## src/rtl/irq_stk_pkg.sv

```systemverilog
package irq_stk_pkg;
   localparam int FRAME_BYTES = 9;
   localparam int CNT_W       = $clog2(FRAME_BYTES);
   localparam int VEC_BYTES   = 2;

   // slot numbers follow push order; the byte lanes decode on them
   localparam int SLOT_PCL  = 0;
   localparam int SLOT_PCH  = 1;
   localparam int SLOT_IYL  = 2;
   localparam int SLOT_IYH  = 3;
   localparam int SLOT_IXL  = 4;
   localparam int SLOT_IXH  = 5;
   localparam int SLOT_ACCA = 6;
   localparam int SLOT_ACCB = 7;
   localparam int SLOT_CCR  = 8;

   typedef enum logic [2:0] {
      ST_IDLE,
      ST_PUSH,
      ST_PULL,
      ST_VEC,
      ST_FIN
   } seq_st_e;
endpackage

```

## src/rtl/irq_stk_ctrl.sv

```systemverilog
module irq_stk_ctrl
   import irq_stk_pkg::*;
(
   input  logic             clk,
   input  logic             rst_n,
   input  logic             entry_req,
   input  logic             return_req,
   output seq_st_e          st,
   output logic [CNT_W-1:0] cnt,
   output logic             start_entry,
   output logic             start_return,
   output logic             ccr_stk
);
   localparam logic [CNT_W-1:0] LAST_BYTE = CNT_W'(FRAME_BYTES - 1);
   localparam logic [CNT_W-1:0] LAST_VEC  = CNT_W'(VEC_BYTES - 1);

   // entry wins over return when both arrive while idle
   assign start_entry  = (st == ST_IDLE) && entry_req;
   assign start_return = (st == ST_IDLE) && !entry_req && return_req;

   always_ff @(posedge clk or negedge rst_n) begin
      if (!rst_n) begin
         st      <= ST_IDLE;
         cnt     <= '0;
         ccr_stk <= 1'b0;
      end else begin
         ccr_stk <= (st == ST_PUSH) && (cnt == LAST_BYTE);
         unique case (st)
            ST_IDLE: begin
               cnt <= '0;
               if (start_entry)       st <= ST_PUSH;
               else if (start_return) st <= ST_PULL;
            end
            ST_PUSH: begin
               if (cnt == LAST_BYTE) begin
                  st  <= ST_VEC;
                  cnt <= '0;
               end else begin
                  cnt <= cnt + 1'b1;
               end
            end
            ST_VEC: begin
               if (cnt == LAST_VEC) begin
                  st  <= ST_FIN;
                  cnt <= '0;
               end else begin
                  cnt <= cnt + 1'b1;
               end
            end
            ST_PULL: begin
               if (cnt == LAST_BYTE) begin
                  st  <= ST_FIN;
                  cnt <= '0;
               end else begin
                  cnt <= cnt + 1'b1;
               end
            end
            ST_FIN:  st <= ST_IDLE;
            default: st <= ST_IDLE;
         endcase
      end
   end

   // a running sequence is never cut short by a new start
   a_r9_busy_holds: assert property (@(posedge clk) disable iff (!rst_n)
      (st != ST_IDLE && st != ST_FIN) |=> (st != ST_IDLE));

   // one byte per clock, counter steps by one inside the push run
   a_r8_push_step: assert property (@(posedge clk) disable iff (!rst_n)
      (st == ST_PUSH && cnt != LAST_BYTE) |=> (st == ST_PUSH && cnt == $past(cnt) + 1'b1));

   // the completion state lasts a single cycle
   a_r10_fin_once: assert property (@(posedge clk) disable iff (!rst_n)
      (st == ST_FIN) |=> (st == ST_IDLE));
endmodule

```

## src/rtl/irq_stk_sp.sv

```systemverilog
module irq_stk_sp #(
   parameter int ADDR_W = 16
) (
   input  logic              clk,
   input  logic              rst_n,
   input  logic              load,
   input  logic [ADDR_W-1:0] sp_in,
   input  logic              dec,
   input  logic              inc,
   output logic [ADDR_W-1:0] sp_q
);
   always_ff @(posedge clk or negedge rst_n) begin
      if (!rst_n)    sp_q <= '0;
      else if (load) sp_q <= sp_in;
      else if (dec)  sp_q <= sp_q - 1'b1;
      else if (inc)  sp_q <= sp_q + 1'b1;
   end

   // each push moves the pointer down by one
   a_r3_sp_push_step: assert property (@(posedge clk) disable iff (!rst_n)
      (dec && !load) |=> (sp_q == $past(sp_q) - 1'b1));

   // each pull moves the pointer up by one
   a_r7_sp_pull_step: assert property (@(posedge clk) disable iff (!rst_n)
      (inc && !load && !dec) |=> (sp_q == $past(sp_q) + 1'b1));
endmodule

```

## src/rtl/irq_stk_frame.sv

```systemverilog
module irq_stk_frame #(
   parameter int BYTE_W = 8,
   parameter int NSLOT  = 9,
   parameter int SEL_W  = 4
) (
   input  logic              clk,
   input  logic              rst_n,
   input  logic              snap_en,
   input  logic [BYTE_W-1:0] snap   [NSLOT],
   input  logic [SEL_W-1:0]  rd_sel,
   output logic [BYTE_W-1:0] rd_byte,
   input  logic              wr_en,
   input  logic [SEL_W-1:0]  wr_sel,
   input  logic [BYTE_W-1:0] wr_byte,
   output logic [BYTE_W-1:0] slots  [NSLOT]
);
   for (genvar i = 0; i < NSLOT; i++) begin : g_slot
      always_ff @(posedge clk or negedge rst_n) begin
         if (!rst_n)                                slots[i] <= '0;
         else if (snap_en)                          slots[i] <= snap[i];
         else if (wr_en && wr_sel == SEL_W'(i))     slots[i] <= wr_byte;
      end
   end

   always_comb begin
      rd_byte = '0;
      for (int i = 0; i < NSLOT; i++) begin
         if (rd_sel == SEL_W'(i)) rd_byte = slots[i];
      end
   end
endmodule

```

## src/rtl/irq_stack_seq.sv

```systemverilog
module irq_stack_seq
   import irq_stk_pkg::*;
#(
   parameter int          BYTE_W   = 8,
   parameter int          VIDX_W   = 5,
   parameter int unsigned VEC_BASE = 32'h0000_FFFE
) (
   input  logic                clk,
   input  logic                rst_n,
   input  logic                entry_req,
   input  logic [VIDX_W-1:0]   vec_idx,
   input  logic                return_req,
   input  logic [2*BYTE_W-1:0] pc_in,
   input  logic [2*BYTE_W-1:0] iy_in,
   input  logic [2*BYTE_W-1:0] ix_in,
   input  logic [BYTE_W-1:0]   acca_in,
   input  logic [BYTE_W-1:0]   accb_in,
   input  logic [BYTE_W-1:0]   ccr_in,
   input  logic [2*BYTE_W-1:0] sp_in,
   output logic [2*BYTE_W-1:0] mem_addr,
   output logic                mem_we,
   output logic                mem_re,
   output logic [BYTE_W-1:0]   mem_wdata,
   input  logic [BYTE_W-1:0]   mem_rdata,
   output logic                ccr_stacked,
   output logic                vec_req,
   output logic [2*BYTE_W-1:0] vec_addr,
   output logic                ld_pc,
   output logic                ld_iy,
   output logic                ld_ix,
   output logic                ld_acca,
   output logic                ld_accb,
   output logic                ld_ccr,
   output logic [2*BYTE_W-1:0] pc_out,
   output logic [2*BYTE_W-1:0] iy_out,
   output logic [2*BYTE_W-1:0] ix_out,
   output logic [BYTE_W-1:0]   acca_out,
   output logic [BYTE_W-1:0]   accb_out,
   output logic [BYTE_W-1:0]   ccr_out,
   output logic [2*BYTE_W-1:0] sp_out,
   output logic                sp_ld,
   output logic                busy,
   output logic                done
);
   localparam int ADDR_W = 2 * BYTE_W;
   localparam logic [ADDR_W-1:0] BASE = ADDR_W'(VEC_BASE);
   localparam logic [CNT_W-1:0]  LAST_BYTE = CNT_W'(FRAME_BYTES - 1);

   if (BYTE_W < 4) begin : g_bad_byte
      $error("irq_stack_seq: BYTE_W must be at least 4");
   end
   if (VIDX_W < 1 || VIDX_W >= ADDR_W) begin : g_bad_vidx
      $error("irq_stack_seq: VIDX_W must lie in 1..ADDR_W-1");
   end
   if (FRAME_BYTES >= (1 << CNT_W)) begin : g_bad_cnt
      $error("irq_stack_seq: counter too narrow for frame");
   end

   seq_st_e          st;
   logic [CNT_W-1:0] cnt;
   logic             start_entry;
   logic             start_return;
   logic             ccr_stk;
   logic             ret_mode;
   logic [ADDR_W-1:0] sp_q;
   logic [ADDR_W-1:0] vaddr_q;
   logic [BYTE_W-1:0] snap  [FRAME_BYTES];
   logic [BYTE_W-1:0] slots [FRAME_BYTES];
   logic [BYTE_W-1:0] push_byte;
   logic [CNT_W-1:0]  wr_sel;

   irq_stk_ctrl u_ctrl (
      .clk          (clk),
      .rst_n        (rst_n),
      .entry_req    (entry_req),
      .return_req   (return_req),
      .st           (st),
      .cnt          (cnt),
      .start_entry  (start_entry),
      .start_return (start_return),
      .ccr_stk      (ccr_stk)
   );

   irq_stk_sp #(.ADDR_W(ADDR_W)) u_sp (
      .clk   (clk),
      .rst_n (rst_n),
      .load  (start_entry || start_return),
      .sp_in (sp_in),
      .dec   (st == ST_PUSH),
      .inc   (st == ST_PULL),
      .sp_q  (sp_q)
   );

   // snapshot lanes in push order
   always_comb begin
      snap[SLOT_PCL]  = pc_in[BYTE_W-1:0];
      snap[SLOT_PCH]  = pc_in[ADDR_W-1:BYTE_W];
      snap[SLOT_IYL]  = iy_in[BYTE_W-1:0];
      snap[SLOT_IYH]  = iy_in[ADDR_W-1:BYTE_W];
      snap[SLOT_IXL]  = ix_in[BYTE_W-1:0];
      snap[SLOT_IXH]  = ix_in[ADDR_W-1:BYTE_W];
      snap[SLOT_ACCA] = acca_in;
      snap[SLOT_ACCB] = accb_in;
      snap[SLOT_CCR]  = ccr_in;
   end

   // pulls fill slots from the top down; the vector fills PCH then PCL
   always_comb begin
      if (st == ST_VEC) wr_sel = CNT_W'(SLOT_PCH) - cnt;
      else              wr_sel = LAST_BYTE - cnt;
   end

   irq_stk_frame #(
      .BYTE_W (BYTE_W),
      .NSLOT  (FRAME_BYTES),
      .SEL_W  (CNT_W)
   ) u_frame (
      .clk     (clk),
      .rst_n   (rst_n),
      .snap_en (start_entry),
      .snap    (snap),
      .rd_sel  (cnt),
      .rd_byte (push_byte),
      .wr_en   (mem_re),
      .wr_sel  (wr_sel),
      .wr_byte (mem_rdata),
      .slots   (slots)
   );

   always_ff @(posedge clk or negedge rst_n) begin
      if (!rst_n) begin
         ret_mode <= 1'b0;
         vaddr_q  <= '0;
      end else if (start_entry) begin
         ret_mode <= 1'b0;
         vaddr_q  <= BASE - (ADDR_W'(vec_idx) << 1);
      end else if (start_return) begin
         ret_mode <= 1'b1;
      end
   end

   always_comb begin
      mem_we = (st == ST_PUSH);
      mem_re = (st == ST_PULL) || (st == ST_VEC);
      unique case (st)
         ST_PUSH: mem_addr = sp_q;
         ST_PULL: mem_addr = sp_q + 1'b1;
         ST_VEC:  mem_addr = vaddr_q + ADDR_W'(cnt);
         default: mem_addr = '0;
      endcase
   end

   assign mem_wdata   = mem_we ? push_byte : '0;
   assign vec_req     = (st == ST_VEC);
   assign vec_addr    = vaddr_q;
   assign ccr_stacked = ccr_stk;
   assign busy        = (st != ST_IDLE);
   assign done        = (st == ST_FIN);
   assign sp_ld       = done;
   assign sp_out      = sp_q;
   assign ld_pc       = done;
   assign ld_iy       = done && ret_mode;
   assign ld_ix       = done && ret_mode;
   assign ld_acca     = done && ret_mode;
   assign ld_accb     = done && ret_mode;
   assign ld_ccr      = done && ret_mode;

   assign pc_out   = {slots[SLOT_PCH], slots[SLOT_PCL]};
   assign iy_out   = {slots[SLOT_IYH], slots[SLOT_IYL]};
   assign ix_out   = {slots[SLOT_IXH], slots[SLOT_IXL]};
   assign acca_out = slots[SLOT_ACCA];
   assign accb_out = slots[SLOT_ACCB];
   assign ccr_out  = slots[SLOT_CCR];

   // the stacked flag follows directly on a write and meets the vector fetch
   a_r4_ccr_after_write: assert property (@(posedge clk) disable iff (!rst_n)
      ccr_stacked |-> (vec_req && $past(mem_we)));

   // second vector byte sits one address above the first
   a_r5_vec_step: assert property (@(posedge clk) disable iff (!rst_n)
      (vec_req && $past(vec_req)) |-> (mem_addr == $past(mem_addr) + 1'b1));

   // consecutive writes walk down by one address
   a_r2_push_walk: assert property (@(posedge clk) disable iff (!rst_n)
      (mem_we && $past(mem_we)) |-> (mem_addr == $past(mem_addr) - 1'b1));

   // completion is a single-cycle pulse followed by idle
   a_r10_done_pulse: assert property (@(posedge clk) disable iff (!rst_n)
      done |=> (!done && !busy));

   // no memory traffic while idle
   a_r1_idle_quiet: assert property (@(posedge clk) disable iff (!rst_n)
      !busy |-> (!mem_we && !mem_re && !vec_req));
endmodule

```

## config.mk

```make
export PLATFORM = sky130hd
export DESIGN_NAME = irq_stack_seq
export DESIGN_NICKNAME = d
export VERILOG_FILES = /design/src/rtl/irq_stk_pkg.sv /design/src/rtl/irq_stk_ctrl.sv /design/src/rtl/irq_stk_sp.sv /design/src/rtl/irq_stk_frame.sv /design/src/rtl/irq_stack_seq.sv
export SDC_FILE = /design/constraint.sdc
export NUM_CORES = 1
export LEC_CHECK = 0
export CORE_UTILIZATION = 38
export DETAILED_ROUTE_END_ITERATION = 10
export HOLD_SLACK_MARGIN = 0.03
export PLACE_DENSITY = 0.68
export SLEW_MARGIN = 20
export SYNTH_ARGS = -nofsm -noshare
export SYNTH_HDL_FRONTEND = slang
export SYNTH_SLANG_ARGS = --single-unit
```

## constraint.sdc

```tcl
create_clock -name clk -period 4 [get_ports clk]
set_input_delay 0.8 -clock clk [delete_from_list [all_inputs] [get_ports clk]]
set_output_delay 0.8 -clock clk [all_outputs]
set_load 0.1 [all_outputs]
```

; After elaboration in Yosys (flattened, before gate mapping)
; Cells that the tools add are included.
[word_totals]
reg_bits = 113
in_bits = 105
word_cells = 125
[classes]
n_addsub = 7
eq_ne = 24
mux = 44
reduce_logical = 35
[op_table]
columns = operator, n
row1 = 8-bit two-way mux, 28
row2 = 16-bit two-way mux, 3
row3 = 16-bit one-hot mux with 3 select lines, 1
row4 = 4-bit by 3-bit == test with 1-bit output (second input constant), 8
row5 = 2-bit nonzero test, 10
row6 = 16-bit by 1-bit adder with 16-bit output (second input constant), 1
row7 = 16-bit by 4-bit adder with 16-bit output, 1
row8 = 4-bit by 2-bit == test with 1-bit output (second input constant), 4
row9 = 16-bit by 1-bit subtractor with 16-bit output (second input constant), 1
row10 = 3-bit two-way mux, 5
row11 = 1-bit logical AND, 14
row12 = 4-bit two-way mux, 3
row13 = 3-bit one-hot mux with 4 select lines, 1
row14 = 4-bit one-hot mux with 3 select lines, 1
row15 = 3-bit nonzero test, 3
row16 = 4-bit by 1-bit == test with 1-bit output (second input constant), 2
row17 = 4-bit == test (second input constant), 2
row18 = 4-bit zero test, 2
row19 = 2-bit by 7-bit subtractor with 8-bit output (first input constant), 1
row20 = 3-bit by 2-bit == test with 1-bit output (second input constant), 2
row21 = 4-bit by 1-bit adder with 4-bit output (second input constant), 1
row22 = 2-bit by 1-bit inequality test with 1-bit output (second input constant), 2
row23 = 4-bit AND reduction, 1
row24 = 1-bit by 4-bit subtractor with 4-bit output (first input constant), 1
row25 = 10 further kinds, 12

; Longest topological paths before layout
[logic_depth]
ltp_word = 11
depth_mapped = 11
depth_no_buf = 9

; Hierarchy
; A second synthesis with hierarchy kept.
[hier_totals]
cells_unflattened = 843
hier_area_um2 = 7320.8
[by_module_without_submodules]
columns = mod, instances, cells_each, area_each_um2
row1 = irq_stk_frame, 1, 448, 4067.7
row2 = irq_stk_sp, 1, 161, 1421.4
row3 = irq_stack_seq, 1, 188, 1365.1
row4 = irq_stk_ctrl, 1, 46, 466.7

; Worst setup path before layout
; No wires, ideal clock.
[synth_timing]
path_type = register -> output
start = register u_ctrl.st[2]
end = output port mem_addr[4]
t_arrival_ns = 5.119
t_required_ns = 3.200
path_slack_ns = -1.919
stages_incl_launch_ff = 6
path_buffers = 1
path_cell_list = dfrtp_1 > nand2b_1 > inv_1 > nand2_1 > clkbuf_1 > o311ai_0
[synth_between]
elab_chain_cells = 2
[synth_rtl]
columns = item, line_no
row1 = "start, declared", irq_stk_ctrl.sv:8  ; output seq_st_e st,
row2 = "start signal, assigned", irq_stk_ctrl.sv:23  ; st <= ST_IDLE;
row3 = "start signal, assigned", irq_stk_ctrl.sv:31  ; if (start_entry) st <= ST_PUSH;
row4 = "start signal, assigned", irq_stk_ctrl.sv:32  ; else if (start_return) st <= ST_PULL;
row5 = 3-bit by 2-bit == test with 1-bit output / 3-bit by 1-bit == test with 1-bit output (equally long branches), irq_stack_seq.sv:145  ; unique case (st)
row6 = 16-bit one-hot mux with 3 select lines (*), irq_stack_seq.sv:145
row7 = "end, declared", irq_stack_seq.sv:20  ; output logic [2*BYTE_W-1:0] mem_addr,
; Every way passes the cells marked *; elsewhere a longest branch is shown, timed or not.

; Worst setup path after layout
[layout_timing]
start = register u_ctrl.cnt[2]
end = output port mem_addr[7]
[layout_between]
elab_chain_cells = 2
[layout_rtl]
columns = item, line_no
row1 = "start, declared", irq_stk_ctrl.sv:9  ; output logic [CNT_W-1:0] cnt,
row2 = "start signal, assigned", irq_stk_ctrl.sv:39  ; cnt <= cnt + 1'b1;
row3 = "start signal, assigned", irq_stk_ctrl.sv:47  ; cnt <= cnt + 1'b1;
row4 = "start signal, assigned", irq_stk_ctrl.sv:55  ; cnt <= cnt + 1'b1;
row5 = 16-bit by 4-bit adder with 16-bit output, irq_stack_seq.sv:148  ; ST_VEC: mem_addr = vaddr_q + ADDR_W'(cnt);
row6 = 16-bit one-hot mux with 3 select lines, irq_stack_seq.sv:145
; No other way between the ends.

==> out/metrics.sh <==
WORST-ENDPOINT-REQUIRED_NS=3.20
NUMCLOCKSINKS=103
DRT-VIAS-PER-INSTANCE=6.03
DIE_HEIGHT_UM=143
RSZ0062_AT_GRT='false'
CLK-INSERTION-DELAY-LATE_NS=0.36
LAYOUT-DRIVE-GT1-SHARE_PCT=10.2
TIMING.CLOCK.SKEW_NS=0.0104
CP-END-KIND='output pin'
TOTAL_OF_FILL_CELLS_IN_THE_FINISHED_DESIGN=1826
WORSTSETUPPATHTYPE='reg -> out'
REPORT.FINAL.SLEW_VIOL_COUNT=0
POST_CTS_BUFFERS=0
FP.DIEAREA_UM2=20600
CTS_ROOT_BUFFER='clkbuf_16'
INITIAL_CORE_UTIL_PCT=38.9
PLACE.GP.CONGESTION=0.968
SYNTH_FF_TYPE='dfrtp_1'
TIMING.CRITICAL_PATH.SLOWEST_STAGE_CELL='dfrtp_1'
YOSYSMOSTFREQUENTCELL='nand2_1'
AREA_GROWTH_SYN_TO_LAYOUT_PCT=38.1
INITIAL_ANTENNA_VIOLATION_COUNT=0
NUM-NETS-FINAL=1284
CLOCK_TREE.HTREE_LEVEL_COUNT=3
CRIT_PATH_START='u_ctrl.cnt[2]'
CP_CELL_SEQUENCE='inv_1, fa_1, nor2b_1, o2111ai_1, ha_1, nor2_1, o21ai_0, a21oi_4, buf_12'
FINISH.INSTANCE_AREA_UM2=10500
DETAILEDPLACEMENTHPWL_UM=22600
SYNTHESIS.AREA_PER_INSTANCE_UM2=7.68
POST_SYNTH_INSTANCE_AREA_UM2=7600
DRC_ERRORS=0
NUMBER_OF_TOP_LEVEL_PINS=246
SYNTH.TOP_CELLS.BY_AREA='dfrtp_1, o21ai_0, nand3_1'
WORSTMARGINPINSLEW_NS=1.08
PLACEMENT_ROWS=51
DATA_ARRIVAL_TIME_OF_THE_CRITICAL_PATH_NS=2.94
GLOBAL_ROUTE_WIRE_LENGTH_BEFORE_REPAIR_UM=46400
ANTENNA-DIODE-COUNT=0
DETAIL_ROUTE.FIRST_PASS.ITERATIONS=5
FIRST_GLOBAL_VIAS=7843
WORSTPATHMAXFANOUT=11
FLOORPLAN.DIE.WIDTH_UM=143
SYNTH_WARNINGS=0
PATH_CLK_SLEW_NS=0.07
SYNTH.CELLS.MOST_FREQUENT='nand2_1, o21ai_0, dfrtp_1, nand3_1, nor2_1'
GRT_MAX_DEGREE=97
DRT-TOTAL-WL_UM=30900
TIMING_HOLD_VIOLATIONS_FINAL=0
SYNTH-SEQ-CELLS=103
SEQ_AREA_FRAC_SYNTH_PCT=33.9
RUN_STATUS='finished clean'
PORT_BUFS=244
YOSYSUNIQUECELLTYPES=77
SYNTH_EDF_COUNT=0
DESIGN.CORE.AREA_UM2=19500
MAPPEDNETLISTNETS=1110
FINAL_SETUP_VIOLS=0
CTS_MADE_BUFFERS=9
LAYOUT_MIN_CYCLE_TIME_NS=3.74
CPLARGESTDELAYFAMILY='adder cells'
SYNTH.LARGEST_AREA_CELL='dfrtp_1'
SYNTHCELLS=990
VIAS=8636
POSTPLACECELLAREA_UM2=10200
R2R-START='u_ctrl.cnt[2]'
WORST_SLEW_MARGIN_REL_PCT=27.8
POST-ROUTE-PERIOD-UTIL_PCT=93.5
MAX_CAP_VIOL_COUNT=0
PATH_BUF_INV=2
FINAL.SETUP.TNS_NS=0
MULTI_INPUT_AREA_UM2=4420
AREA.SEQUENTIAL_UM2=2580
SYNTHARSTFLOPSHARE_PCT=100
CRITPATHMAXSTAGEDELAY_NS=0.58
DRTITER0DRC=849
GRT_OVERALL_USAGE_PCT=29.7
HOLD_PATH.CLASS='in -> async'
CTS.PATH.MAX_BUFFERS=2
TRITONCTS='done'
CTS_HOLD_BUFFERS=0
DRT-WIRELENGTH-PER-CELL_UM=21.6
GRT_OVERFLOW=0
FRACTION_OF_POST_SYNTHESIS_CELL_AREA_IN_THE_TOP_CELL_TYPE_BY_AREA_PCT=33.9
FMAXACHIEVABLE_GHz=0.267
CTS-RESIZED-GATES=0
FINAL_ANTENNA_VIOLATING_NET_COUNT=0
START_KIND='flop'
-- path summary, 6_finish.rpt --
| check | to | slack [ns] | cells past startpoint |
|---|---|---|---|
| max | mem_addr[7] | 0.26 | 9 |
| min | u_sp.sp_q[10] | 0.46 | 1 |
| max reg2reg | u_frame.slots[57] | 0.96 | 7 |
| min reg2reg | ret_mode | 0.51 | 2 |
| max in group asynchronous | u_sp.sp_q[1] | 2.79 | 2 |
| min in group clk | ret_mode | 0.51 | 2 |
-- stage by stage --
step	hold WS, ns	util, %	setup WS (ns)	instances
after floorplan	0.455	-	-0.763	990
after global placement	0.489	52.3	0.752	1418
after detailed placement	0.505	52.3	0.711	1418
after CTS	0.486	53.8	0.282	1432
after global routing	0.508	53.8	0.123	1432
final	0.461	53.8	0.260	1432
-- kinds of logic (layout without fill, tap and decap cells) --
| logic type | Yosys count | count (layout) | synth area share (%) |
|---|---|---|---|
| buffers and inverters | 134 | 311 | 8.68 |
| other | 1 | 1 | 0.0493 |
| and+or+nand+nor | 391 | 391 | 25.5 |
| DFF | 103 | 103 | 33.9 |
| AOI/OAI and AO/OA | 332 | 332 | 27.5 |
| xor gates and xnor gates | 9 | 9 | 1.14 |
| adders and majority gates | 16 | 16 | 2.70 |
| muxes | 4 | 4 | 0.527 |
-- final cells by class --
type,count,share of cell area (%)
Sequential cell,103,24.6
Clock buffer,10,2.18
Tap cell,265,3.16
Clock inverter,4,0.524
Timing Repair Buffer,269,26.4
Inverter,28,1.00
Multi-Input combinational cell,753,42.1
-- metal layers --
| layer | part of all wire [%] | global-route usage (%) |
|---|---|---|
| met3 | 8.7 | 3.57 |
| met1 | 43 | 42.6 |
| met5 | 0 | 0 |
| met2 | 45 | 45.3 |
| met4 | 3.4 | 11.1 |
-- registers in the layout (all words and copies together), names as in the netlist --
register        flops
u_ctrl.ccr_stk      1
vec_addr            6
u_frame.slots      72
ret_mode            1
u_sp.sp_q          16
u_ctrl.cnt          4
u_ctrl.st           3
-- cell usage in the layout (no fill, tap or decap), types with 5 or more instances in the layout --
master and count:
o221a_2 8, nor4_1 9, inv_1 26, dfrtp_2 5, dfrtp_1 98, o21ai_1 5, nand2b_1 8, ha_1 14
o211ai_1 39, nor2b_1 5, a22oi_1 13, nand4_1 15, a31oi_1 48, nand2_1 109, and2_1 5, buf_4 43
nor2_1 84, a21oi_1 52, a2bb2oi_1 8, and3_1 6, clkbuf_16 9, buf_12 19, nor3_1 10, a21o_1 13
nand3_1 103, or3_1 7, clkdlybuf4s50_1 207, o21ai_0 106
Power is not shown: default switching activity piles up to over one toggle a cycle in this logic, so the estimate is an artifact.
